### config.mk
export PLATFORM = sky130hd
export DESIGN_NAME = imm_extract
export DESIGN_NICKNAME = d
export VERILOG_FILES = /design/src/rtl/imm_pkg.sv /design/src/rtl/imm_fmt_decode.sv /design/src/rtl/imm_assemble.sv /design/src/rtl/imm_extract.sv
export SDC_FILE = /design/constraint.sdc
export NUM_CORES = 1
export LEC_CHECK = 0
export BUFFER_PORTS_ARGS = -buffer_cell sky130_fd_sc_hd__clkbuf_2
export CORE_MARGIN = 3
export CORE_UTILIZATION = 40
export CTS_CLUSTER_DIAMETER = 150
export DETAILED_ROUTE_END_ITERATION = 12
export GPL_TIMING_DRIVEN = 1
export PLACE_DENSITY_LB_ADDON = 0.1
export SYNTH_ARGS = -nofsm -noshare
export SYNTH_HDL_FRONTEND = slang
export SYNTH_SLANG_ARGS = --single-unit
### constraint.sdc
create_clock -name clk -period 0.8 [get_ports clk]
set_input_delay 0.08 -clock clk [delete_from_list [all_inputs] [get_ports clk]]
set_output_delay 0.08 -clock clk [all_outputs]
set_load 0.005 [all_outputs]
### src/rtl/imm_pkg.sv
package imm_pkg;

    localparam int INST_W = 32;
    localparam int MAJ_W  = 5;

    typedef enum logic [2:0] {
        FMT_R = 3'd0,
        FMT_I = 3'd1,
        FMT_S = 3'd2,
        FMT_B = 3'd3,
        FMT_U = 3'd4,
        FMT_J = 3'd5
    } fmt_e;

    // major opcode field inst[6:2]
    localparam logic [MAJ_W-1:0] MAJ_MEM_RD   = 5'b00000;
    localparam logic [MAJ_W-1:0] MAJ_ALU_IMM  = 5'b00100;
    localparam logic [MAJ_W-1:0] MAJ_UPPER_PC = 5'b00101;
    localparam logic [MAJ_W-1:0] MAJ_MEM_WR   = 5'b01000;
    localparam logic [MAJ_W-1:0] MAJ_UPPER    = 5'b01101;
    localparam logic [MAJ_W-1:0] MAJ_COND_BR  = 5'b11000;
    localparam logic [MAJ_W-1:0] MAJ_JUMP_REG = 5'b11001;
    localparam logic [MAJ_W-1:0] MAJ_JUMP     = 5'b11011;

endpackage

### src/rtl/imm_fmt_decode.sv
module imm_fmt_decode
    import imm_pkg::*;
(
    input  logic [MAJ_W-1:0] major_i,
    input  logic             auto_i,
    input  logic [2:0]       manual_i,
    output fmt_e             fmt_o
);

    fmt_e from_op;
    fmt_e from_sel;

    always_comb begin
        case (major_i)
            MAJ_MEM_RD, MAJ_ALU_IMM, MAJ_JUMP_REG: from_op = FMT_I;
            MAJ_MEM_WR:                            from_op = FMT_S;
            MAJ_COND_BR:                           from_op = FMT_B;
            MAJ_UPPER, MAJ_UPPER_PC:               from_op = FMT_U;
            MAJ_JUMP:                              from_op = FMT_J;
            default:                               from_op = FMT_R;
        endcase
    end

    always_comb begin
        case (manual_i)
            3'd1:    from_sel = FMT_I;
            3'd2:    from_sel = FMT_S;
            3'd3:    from_sel = FMT_B;
            3'd4:    from_sel = FMT_U;
            3'd5:    from_sel = FMT_J;
            default: from_sel = FMT_R;
        endcase
    end

    assign fmt_o = auto_i ? from_op : from_sel;

endmodule

### src/rtl/imm_assemble.sv
module imm_assemble
    import imm_pkg::*;
#(
    parameter int DATA_W = 32
) (
    input  logic [INST_W-1:0] inst_i,
    input  fmt_e              fmt_i,
    output logic [DATA_W-1:0] imm_o
);

    logic              sgn;
    logic [INST_W-1:0] raw;

    assign sgn = inst_i[31];

    always_comb begin
        case (fmt_i)
            FMT_I: raw = {{20{sgn}}, inst_i[31:20]};
            FMT_S: raw = {{20{sgn}}, inst_i[31:25], inst_i[11:7]};
            FMT_B: raw = {{19{sgn}}, inst_i[31], inst_i[7], inst_i[30:25],
                          inst_i[11:8], 1'b0};
            FMT_U: raw = {inst_i[31:12], 12'b0};
            FMT_J: raw = {{11{sgn}}, inst_i[31], inst_i[19:12], inst_i[20],
                          inst_i[30:21], 1'b0};
            default: raw = '0;
        endcase
    end

    // widen to the datapath, replicating bit 31
    assign imm_o = DATA_W'($signed(raw));

endmodule

### src/rtl/imm_extract.sv
module imm_extract
    import imm_pkg::*;
#(
    parameter int DATA_W  = 32,
    parameter bit REG_OUT = 1'b1
) (
    input  logic              clk,
    input  logic              rst_n,
    input  logic [31:0]       inst_i,
    input  logic              fmt_auto_i,
    input  logic [2:0]        fmt_sel_i,
    output logic [DATA_W-1:0] imm_o
);

    localparam int EXT_W = DATA_W - INST_W;

    typedef struct packed {
        logic [DATA_W-1:0] imm;
    } stage_t;

    fmt_e              fmt_eff;
    logic [DATA_W-1:0] imm_comb;
    stage_t            stage_d;
    stage_t            stage_q;

    imm_fmt_decode u_dec (
        .major_i  (inst_i[6:2]),
        .auto_i   (fmt_auto_i),
        .manual_i (fmt_sel_i),
        .fmt_o    (fmt_eff)
    );

    imm_assemble #(.DATA_W(DATA_W)) u_asm (
        .inst_i (inst_i),
        .fmt_i  (fmt_eff),
        .imm_o  (imm_comb)
    );

    always_comb begin
        stage_d     = stage_q;
        stage_d.imm = imm_comb;
    end

    generate
        if (REG_OUT) begin : g_reg
            always_ff @(posedge clk or negedge rst_n) begin
                if (!rst_n) stage_q <= '0;
                else        stage_q <= stage_d;
            end
        end else begin : g_pass
            assign stage_q = stage_d;
        end
    endgenerate

    assign imm_o = stage_q.imm;

    initial begin
        if (EXT_W < 0) $error("DATA_W must be at least 32");
    end

endmodule

# Word level (Yosys, flattened, before mapping)
# Memories as Yosys holds them, arrays and structs flattened.
# Cells that the tools add are included.
[op_classes]
n_eq_ne = 10
mux = 3
[op_table]
columns = ["op", "count"]
rows = [
  ["32-bit one-hot mux with 5 select lines", 1],
  ["3-bit one-hot mux with 5 select lines", 1],
  ["3-bit by 2-bit == test with 1-bit output, second input constant", 4],
  ["3-bit == test, second input constant", 4],
  ["3-bit by 1-bit == test with 1-bit output, second input constant", 2],
  ["3-bit two-way mux", 1],
]
[totals]
ff_bits = 32
romBits = 96
out_inout_bits = 32
wordCells = 15
mem_count = 1
[mem_list]
columns = ["memory", "depth", "width", "rd", "rd_ports_with_merged_regs", "write_ports", "line_no", "rtl"]
rows = [
  ["(name not given)", 32, 3, 1, 0, 0, "imm_fmt_decode.sv:14", "case (major_i)"],
]

# Logic depth before layout (Yosys ltp)
[logic_depth]
ltp_word = 5
ltp_mapped = 5
depth_no_buf = 4

# Cells and area by module
# A second synthesis with hierarchy kept.
[hier_totals]
cells_unflattened = 114
area_unflattened_um2 = 1281.2
[by_module_without_submodules]
columns = ["module", "n_inst", "cells_per_inst", "area_per_inst_um2"]
rows = [
  ["imm_extract", 1, 32, 800.8],
  ["imm_assemble", 1, 66, 390.4],
  ["imm_fmt_decode", 1, 16, 90.1],
]

# Worst setup path after synthesis
# No wires, ideal clock.
[synth_timing]
kind = "input -> register"
from = "input port inst_i[6]"
to = "register stage_q, in the netlist imm_o[12]"
setup_time_ns = 0.125
arrival_time_ns = 1.223
required_ns = 0.675
path_slack_ns = -0.548
stages = 4
n_path_buf = 1
path_cell_list = "or3b_1 > a32oi_2 > buf_6 > mux2_2"
[synth_via]
elab_chain_cells = 4
elab_cells_between_ends = 8
classes_between = "eq/ne (5); mux (2); memory (1)"
[synth_rtl]
columns = ["item", "line_no", "rtl"]
rows = [
  ["start, declared", "imm_extract.sv:9", "input logic [31:0] inst_i,"],
  ["memory read 32 x 3 bit (*)", "n/a", ""],
  ["3-bit two-way mux (*)", "imm_fmt_decode.sv:35", "assign fmt_o = auto_i ? from_op : from_sel;"],
  ["3-bit == test, or another cell as far along", "imm_assemble.sv:17", "case (fmt_i)"],
  ["32-bit one-hot mux with 5 select lines (*)", "imm_assemble.sv:17", ""],
  ["net imm_comb[12]", "imm_extract.sv:22", "logic [DATA_W-1:0] imm_comb;"],
  ["end signal, assigned", "imm_extract.sv:48", "else stage_q <= stage_d;"],
  ["end, declared", "imm_extract.sv:24", "stage_t stage_q;"],
]
# The timed path passes the listed nets; every way through them passes the cells marked *.

# Worst setup path in the final report
[layout_timing]
from = "input port inst_i[3]"
to = "register stage_q, in the netlist imm_o[14]"
# Same word-level chain as after synthesis.

==> out/results.ini <==
[synth]
synth.area.top_cells=dfrtp_1 58%, a21o_1 6.5%, mux2_2 6.5%
yosys.area.top_type=dfrtp_1
synth_warnings=0
syn_inst=111
synth-seq-cells=32
async_flop_share_pct=100
syn_area_per_cell_um2=12.4
yosys.area.top_type_share_pct=58.0
synthFlopType=dfrtp_1
synth_edf_count=0
netlist_area_um2=1380
yosysMostFrequentCell=dfrtp_1
ys_types=34
syn_nets=149
ys_seq_area_share_pct=58.0
netlist_top_cells_count=32 x dfrtp_1, 12 x a21o_1, 12 x nand2_1

[sta]
period_share_pct=148
hold-worst-slack_ns=0.0443
layout_setup_ws_ns=-0.383
fmax_mhz=846
finalHoldViolCount=0
grt_setup_unrepaired=true
max_slew_margin_pct=70.0
fin_crit_ns=1.18
tightest_slew_ns=0.448
slew_viol_final=0
finalSetupViolCount=58

[detailed_routing]
via_count=1368
drt-pass1-iter-count=4
viasPerCell=4.89
drc=0
drt_iter0_markers=49
routed_wl_mm=4.16
post_drt_wl_per_cell_um=14.8
ant_nets=0

[die]
row_count=20
io_pins=70
dieArea_um2=4190
start_util_pct=43.5
die_h_um=64.8
core-area_um2=3180
die_x_um=64.8

[global_route]
grt_antenna_before_repair=0
grt_pass1_vias=1429
grt_overflow_total=0
grt_pass1_wl_mm=6.49
grt_usage_pct=20.7
grt_max_degree=33

[cts]
htree_levels=2
numCtsBuffers=5
clkTransAtPathRegs_ns=0.10
clockBufferDepth=2
cts_root_buf=clkbuf_4
clock-sinks=32
tritoncts=done

[run]
max_cap_viol_count=0

[setup_path]
endpoint=imm_o[14]$_DFF_PN0_
endpoint_kind=flop
worstSetupStartpointType=input pin
criticalPathCategory=in -> reg
worstPathMaxFanout=12
crit_start=inst_i[3]
required_ns=1.02
cp_data_arrival_time_ns=1.40

[outcome]
violations=negative setup slack
status=finished with violations

[power]
p_per_area_nw_per_um2=1600
total_power_mw=4.10
p_leak_nw=1.36
vdd_drop_max_mv=0.727

[placed_design]
gp_congestion=0.812
place_ws_ns=-0.822
hpwl_mm=2.78
dp_cells=245
port_buffers=67

[worst_hold_path]
hold_depth=2
min_path_type=in -> reg

[layout]
n_antenna_cell=0
drive_gt1_share_pct=57.6
nets=273
largest_register_ffs=32
syn_to_final_growth_pct=86.0
fin_cells=280

[cells in the final DEF (no fill, tap or decap), drive strengths merged, types with 2 or more instances in the layout]
| cell type | count |
|---|---|
| mux2 | 8 |
| dlygate4sd3 | 23 |
| a211oi | 2 |
| or2b | 2 |
| or3b | 2 |
| and2 | 6 |
| buf | 36 |
| inv | 3 |
| clkbuf | 67 |
| a21oi | 4 |
| dfrtp | 32 |
| nor3 | 2 |
| o21ai | 4 |
| nand2 | 12 |
| a21o | 12 |
[report_power, final]
group          internal, mW  leakage (nW)  total, mW  switching (mW)
logic                 0.635         0.907       1.08           0.442
clock network         0.651        0.0412       1.21           0.559
registers              1.76         0.409       1.81          0.0464
total                  3.05          1.36       4.10            1.05
[cell families (layout without fill, tap and decap cells)]
family | after synthesis | count (layout) | synth area share, %
buffers and inverters | 7 | 132 | 3.17
AND/OR/NAND/NOR | 32 | 32 | 13.7
AO/OA/AOI/OAI | 32 | 32 | 18.7
flip-flops | 32 | 32 | 58.0
multiplexers | 8 | 8 | 6.52
[cell type report]
| class | count | area, um2 |
|---|---|---|
| clock buffer | 5 | 37.5 |
| clock inverter | 3 | 42.5 |
| fill | 211 | 609 |
| inverter | 3 | 11.3 |
| multi-input combinational | 72 | 683 |
| sequential | 32 | 801 |
| tap | 44 | 55.1 |
| timing repair buffer | 121 | 938 |
[stage by stage]
stage	setup TNS, ns	instance area, um2	util (%)
after floorplan	-10.46	1450	-
after global placement	-21.87	2070	65.2
after detailed placement	-23.12	2070	65.2
after CTS	-11.80	2500	78.7
after global routing	-12.92	2570	80.8
final	-10.82	2570	80.8
[repair_timing]
action                     CTS  global route
hold endpoints to repair    60             0
resized for setup           14            23
hold buffers                23             0
setup endpoints to repair   64            64
pin swaps                   10             5
setup buffers                4             2
[worst min path at each step]
| stage | startpoint | end | slack, ns |
|---|---|---|---|
| 2_1_floorplan | rst_n | imm_o[0]$_DFF_PN0_ | -0.22 |
| 3_3_place_gp | rst_n | imm_o[14]$_DFF_PN0_ | 0.05 |
| 3_5_place_dp | rst_n | imm_o[10]$_DFF_PN0_ | 0.06 |
| 4_1_cts | inst_i[7] | imm_o[0]$_DFF_PN0_ | 0.03 |
| 5_1_grt | inst_i[7] | imm_o[0]$_DFF_PN0_ | 0.02 |
| 6_report | inst_i[7] | imm_o[0]$_DFF_PN0_ | 0.04 |
[worst max-delay path: stages]
cell,delay (ns)
clkbuf_2,0.10
buf_6,0.13
or3b_4,0.39
a32oi_4,0.21
buf_12,0.18
mux2_4,0.31
[routing by layer]
layer  up-vias  GRT usage [%]  wire length [um]
li1        646              -                 -
met1       663           20.6              1430
met2        51           39.3              2370
met3         8           4.85               256
met4         0           10.3                92
met5         -              0                 0
(Power assumes the default switching activity.)
